$ cat src/rtl/fs_pkg.sv
package fs_pkg;
  typedef enum logic [2:0] {
    FS_RESET = 3'd0,
    FS_STOP  = 3'd1,
    FS_RUN   = 3'd2,
    FS_DISCH = 3'd3,
    FS_RECOV = 3'd4,
    FS_LATCH = 3'd5
  } fs_state_e;
endpackage

$ cat src/rtl/fs_prescaler.sv
module fs_prescaler #(
  parameter int unsigned DIV = 50
) (
  input  logic clk,
  input  logic rst_n,
  output logic tick
);
  generate
    if (DIV <= 1) begin : g_pass
      assign tick = 1'b1;
    end else begin : g_div
      localparam int unsigned W = $clog2(DIV);
      localparam logic [W-1:0] LAST = W'(DIV - 1);
      logic [W-1:0] cnt;
      always_ff @(posedge clk or negedge rst_n) begin
        if (!rst_n)           cnt <= '0;
        else if (cnt == LAST) cnt <= '0;
        else                  cnt <= cnt + W'(1);
      end
      assign tick = (cnt == LAST);
    end
  endgenerate
endmodule

$ cat src/rtl/fs_tick_timer.sv
module fs_tick_timer #(
  parameter int unsigned LIMIT = 4
) (
  input  logic clk,
  input  logic rst_n,
  input  logic en,
  input  logic tick,
  output logic done
);
  localparam int unsigned W = (LIMIT < 1) ? 1 : $clog2(LIMIT + 1);
  localparam logic [W-1:0] LIM = W'(LIMIT);
  logic [W-1:0] cnt;

  // Counter clears the moment its enable drops and saturates at the limit.
  always_ff @(posedge clk or negedge rst_n) begin
    if (!rst_n)                  cnt <= '0;
    else if (!en)                cnt <= '0;
    else if (tick && cnt != LIM) cnt <= cnt + W'(1);
  end

  assign done = (cnt == LIM);
endmodule

$ cat src/rtl/fs_ctrl.sv
module fs_ctrl
  import fs_pkg::*;
#(
  parameter bit LATCHED = 1'b0
) (
  input  logic      clk,
  input  logic      rst_n,
  input  logic      vcc_above_on,
  input  logic      vcc_below_off,
  input  logic      vcc_below_rst,
  input  logic      bo_nok,
  input  logic      tsd,
  input  logic      cs_short,
  input  logic      vcc_ovp,
  input  logic      wod_short,
  input  logic      aux_short,
  input  logic      recov_done,
  output fs_state_e state
);
  fs_state_e nxt;
  logic      bo_q;
  logic      bo_fell;
  logic      severe;
  logic      latch_cls;
  logic      timer_cls;
  logic      disch_cls;

  assign bo_fell   = bo_q && !bo_nok;
  assign severe    = wod_short || aux_short;
  assign latch_cls = LATCHED && severe;
  assign timer_cls = vcc_ovp || (!LATCHED && severe);
  assign disch_cls = bo_nok || tsd || cs_short;

  always_comb begin
    nxt = state;
    if (vcc_below_rst) begin
      nxt = FS_RESET;
    end else begin
      unique case (state)
        FS_RESET: if (vcc_above_on) nxt = FS_STOP;
        FS_STOP, FS_RUN: begin
          if (latch_cls)      nxt = FS_LATCH;
          else if (timer_cls) nxt = FS_RECOV;
          else if (disch_cls) nxt = FS_DISCH;
          else                nxt = FS_RUN;
        end
        FS_DISCH: if (vcc_below_off || bo_fell) nxt = FS_RESET;
        FS_RECOV: if (recov_done) nxt = FS_RESET;
        FS_LATCH: nxt = FS_LATCH;
        default:  nxt = FS_RESET;
      endcase
    end
  end

  always_ff @(posedge clk or negedge rst_n) begin
    if (!rst_n) begin
      state <= FS_RESET;
      bo_q  <= 1'b0;
    end else begin
      state <= nxt;
      bo_q  <= bo_nok;
    end
  end
endmodule

$ cat src/rtl/fault_supervisor.sv
module fault_supervisor
  import fs_pkg::*;
#(
  parameter bit          LATCHED         = 1'b0,
  parameter int unsigned TICK_DIV        = 50,
  parameter int unsigned RECOVERY_TICKS  = 4000000,
  parameter int unsigned ZSHORT_TICKS    = 90000,
  parameter int unsigned SOFTSTART_TICKS = 40
) (
  input  logic clk,
  input  logic rst_n,
  input  logic vcc_above_on_i,
  input  logic vcc_below_off_i,
  input  logic vcc_below_rst_i,
  input  logic bo_nok_i,
  input  logic tsd_i,
  input  logic cs_short_i,
  input  logic vcc_ovp_i,
  input  logic wod_short_i,
  input  logic zcd_short_i,
  output logic drv_en_o,
  output logic ss_active_o,
  output logic startup_sel_o,
  output logic lowcur_sel_o
);
  fs_state_e cur_state;
  logic      tick;
  logic      aux_short;
  logic      recov_done;
  logic      ss_done;
  logic      in_run;

  assign in_run = (cur_state == FS_RUN);

  fs_prescaler #(.DIV(TICK_DIV)) u_pre (
    .clk(clk), .rst_n(rst_n), .tick(tick)
  );

  fs_tick_timer #(.LIMIT(ZSHORT_TICKS)) u_aux_tmr (
    .clk(clk), .rst_n(rst_n), .en(in_run && zcd_short_i),
    .tick(tick), .done(aux_short)
  );

  fs_tick_timer #(.LIMIT(RECOVERY_TICKS)) u_rec_tmr (
    .clk(clk), .rst_n(rst_n), .en(cur_state == FS_RECOV),
    .tick(tick), .done(recov_done)
  );

  fs_tick_timer #(.LIMIT(SOFTSTART_TICKS)) u_ss_tmr (
    .clk(clk), .rst_n(rst_n), .en(in_run),
    .tick(tick), .done(ss_done)
  );

  fs_ctrl #(.LATCHED(LATCHED)) u_ctrl (
    .clk(clk), .rst_n(rst_n),
    .vcc_above_on(vcc_above_on_i), .vcc_below_off(vcc_below_off_i),
    .vcc_below_rst(vcc_below_rst_i), .bo_nok(bo_nok_i), .tsd(tsd_i),
    .cs_short(cs_short_i), .vcc_ovp(vcc_ovp_i), .wod_short(wod_short_i),
    .aux_short(aux_short), .recov_done(recov_done), .state(cur_state)
  );

  assign drv_en_o      = in_run;
  assign ss_active_o   = in_run && !ss_done;
  assign startup_sel_o = (cur_state == FS_RESET);
  assign lowcur_sel_o  = (cur_state == FS_DISCH);
endmodule

$ cat config.mk
export PLATFORM = sky130hd
export DESIGN_NAME = fault_supervisor
export DESIGN_NICKNAME = d
export VERILOG_FILES = /design/src/rtl/fs_pkg.sv /design/src/rtl/fs_prescaler.sv /design/src/rtl/fs_tick_timer.sv /design/src/rtl/fs_ctrl.sv /design/src/rtl/fault_supervisor.sv
export SDC_FILE = /design/constraint.sdc
export NUM_CORES = 1
export LEC_CHECK = 0
export ABC_CLOCK_PERIOD_IN_PS = 1980
export BUFFER_PORTS_ARGS = -buffer_cell sky130_fd_sc_hd__buf_4
export CAP_MARGIN = 20
export CORE_ASPECT_RATIO = 0.7
export CORE_MARGIN = 10
export CORE_UTILIZATION = 40
export DETAILED_ROUTE_END_ITERATION = 16
export GPL_TIMING_DRIVEN = 0
export PLACE_DENSITY = 0.61
export SYNTH_ARGS = -nofsm -noshare
export SYNTH_HDL_FRONTEND = slang
export SYNTH_SLANG_ARGS = --single-unit
$ cat constraint.sdc
create_clock -name clk -period 1.98 [get_ports clk]
set_input_delay 0.297 -clock clk [delete_from_list [all_inputs] [get_ports clk]]
set_output_delay 0.297 -clock clk [all_outputs]
set_load 0.005 [all_outputs]
==> impl_metrics.toml <==
[finish]
final.fill_count = 663
fin_nets = 410
final_cell_mix = "43 x buf_4, 41 x dfrtp_1, 40 x nor2_1"
drive_gt1_share_pct = 29.3
antennaDiodeCount = 0
final_cells = 490
final_common_cell = "buf_4"
area_growth_syn_to_layout_pct = 28.0

[power]
clockPowerShare_pct = 35.1
cellLeakagePower_uw = 0.00154
power_frac_seq_pct = 58.5
combPwrFrac_pct = 6.4
internal_power_uw = 1430
cellPowerDensity_nw_per_um2 = 488
p_switching_uw = 498
switching_share_pct = 25.8
peakVddDrop_uv = 474

[worst_setup_path]
arrival_ps = 2180
cp_cell_sequence = "or4_4, nor4_4, buf_4, a2111oi_4, nor3b_2, o21a_1"
path_max_fanout = 5
r2r_start = "u_aux_tmr.cnt[6]"
r2r_slack_ps = 3
r2r_end = "u_aux_tmr.cnt[13]"
endpoint_kind = "flip-flop"
critPathTopFamily = "simple AND/OR/NAND/NOR gates"
slowest_stage = "or4_4"
ff2ff_path_depth = 6
cp-start-kind = "flip-flop"
critPathKind = "flip-flop to flip-flop"
critPathBufInv = 1
required_ps = 2180
cpPeakStageDelay_ps = 520

[routing]
ant_nets = 0
drtIter0Drc = 241
totalWireLength_um = 7890
vias = 2733
viasPerCell = 5.58
drc = 0
firstDrtPassIters = 4
wl_per_cell_um = 16.1

[clock_tree]
clock_sinks = 55
tritoncts = "done"
clkLatencyLatePin_ps = 320
max-clock-path-buffers = 2
cts-root-buf = "clkbuf_8"
htreeDepth = 2
postCtsHoldBufs = 0
clkTransAtPathRegs_ps = 130
numCtsBuffers = 5

[timing]
fin_crit_sh_pct = 99.9
tns_ps = 0
finalMaxSlewViolations = 0
maxSlewHeadroom_pct = 52.8
setup-violations-final = 0
worstMarginPinSlew_ps = 708
hold_slack_ps = 15.4
clock_skew_ps = 24.4
finalWorstSetupSlack_ps = 2.58
hold_viol_final = 0
fmax_ghz = 0.506
min_period_ps = 1980
rsz0062_at_grt = "true"

[placed_design]
pre_cts_ws_ps = -395
io_buffers = 14
dp_hpwl_um = 5040
place_inst = 452
routabilityCongestion = 0.837

[synth]
ys_seq_area_share_pct = 44.5
netlist_area_um2 = 3090
synth-edff-count = 0
postSynth.asyncResetShare_pct = 100
syn_avg_cell_area_um2 = 9.10
synth_fp_nets = 359
synth_cell_types = 45
ys_warn_count = 0
ys.flop_type = "dfrtp_1"
ys_seq_elements = 55
netlist_instances = 340

[global_route]
grt.overflow.total = 0
first_global_vias = 2670
grtUsageTotal_pct = 13.3
antenna_found_initial = 0
grt_max_degree = 56
grt_pass1_wl_um = 13300

[job]
cap_violations = 0

[floorplan]
die_area_um2 = 11700
ioPinCount = 15
core.rowCount = 26
coreArea_um2 = 7420
die_height_um = 93.6
start_util_pct = 41.7
die_x_um = 125

[hold_path]
hold_class = "input port to asynchronous set/reset pin"

[status]
status = "finished clean"
synthesized netlist by cell type (2+ instances only):
master     count  share of area [%]
nand4b_1       2               0.57
nor4_1         7                1.4
a2111oi_0      3               0.85
nand4_1       21                4.2
xnor2_1       11                3.1
and3_1         6                1.2
nand2b_1      11                2.2
o211ai_1       3               0.73
mux2i_1        6                1.9
inv_1         16                1.9
nor3b_1        2               0.49
nor3_1         7                1.1
buf_2          2               0.32
nand3_1       17                2.8
and4_1         2               0.57
o21ai_0       11                1.8
a21oi_1       16                2.6
nand2_1       31                3.8
clkbuf_1       8               0.97
or4_1          7                1.7
dfrtp_1       55                 44
nor2_1        41                5.0
ha_1           8                3.2
or3_1          9                1.8
xor2_1        14                4.0
o31ai_1        5                1.2
power groups by stage:
stage / combinational, uW / clock [uW] / sequential [uW]
floorplan: 52.4 / 0 / 1150
global placement: 117 / 0 / 1150
detailed placement: 117 / 0 / 1150
CTS: 119 / 691 / 1130
global route: 140 / 741 / 1130
finish: 123 / 677 / 1130
state kept, by name, summed over array words and instances (netlist names):
register         count
u_ctrl.bo_q          1
u_ctrl.state         3
u_aux_tmr.cnt       17
u_rec_tmr.cnt       22
u_ss_tmr.cnt         6
u_pre.g_div.cnt      6
final cells by class:
cell class / count / area (um^2) / share of cell area, %
Tap cell: 98 / 123 / 3.10
Clock buffer: 5 / 68.8 / 1.74
Sequential cell: 55 / 1390 / 35.2
Clock inverter: 3 / 28.8 / 0.727
Buffer: 9 / 58.8 / 1.49
Multi-Input combinational cell: 258 / 1870 / 47.2
Inverter: 16 / 60.1 / 1.52
Timing Repair Buffer: 46 / 357 / 9.01
worst max path at each step:
stage,start,depth (start not counted),to,slack (ps)
global route,u_ctrl.state[2],7,u_aux_tmr.cnt[12],-90
floorplan,u_pre.g_div.cnt[1],8,u_aux_tmr.cnt[7],9
CTS,u_rec_tmr.cnt[2],5,u_rec_tmr.cnt[19],10
detailed placement,u_rec_tmr.cnt[1],6,u_rec_tmr.cnt[12],-390
global placement,u_rec_tmr.cnt[1],6,u_rec_tmr.cnt[12],-400
finish,u_aux_tmr.cnt[6],6,u_aux_tmr.cnt[13],3
per-layer routing:
metal	GRT usage [%]	part of all wire, %	up-vias
met1	19.5	51	1341
met2	20.0	44	55
met4	1.82	0.70	0
met3	2.48	4.3	6
met5	0	0	-
li1	-	-	1331
cells by family (layout without fill, tap and decap cells):
| kind of cell | count (synthesis) | in the layout | share of synthesized area, % |
|---|---|---|---|
| DFF | 55 | 55 | 44.5 |
| xor gates and xnor gates | 25 | 25 | 7.08 |
| adders and majority gates | 8 | 8 | 3.24 |
| muxes | 6 | 6 | 1.94 |
| AOI/OAI and AO/OA | 48 | 48 | 10.3 |
| and+or+nand+nor | 171 | 171 | 29.3 |
| buffers and inverters | 27 | 79 | 3.60 |
repair_timing:
| item | CTS | global route |
|---|---|---|
| resized for setup | 21 | 58 |
| setup buffers | 14 | 17 |
| gates cloned | 0 | 1 |
| pin swaps | 4 | 22 |
| endpoints found under the setup margin | 32 | 36 |
worst reg2reg max path, delay by kind of cell (launching register included):
family / cells / cell delay (ps)
and+or+nand+nor: 3 / 940
DFF: 1 / 470
AOI/OAI and AO/OA: 2 / 270
buffers and inverters: 1 / 190
through the flow:
step	utilization (%)	cell area, um^2	power (uW)
CTS	48.7	3610	1940
detailed placement	44.8	3320	1270
floorplan	-	3100	1200
global route	53.4	3960	2010
global placement	44.8	3320	1270
finish	53.4	3960	1930
Note: power is estimated with default switching activity, not from simulation.
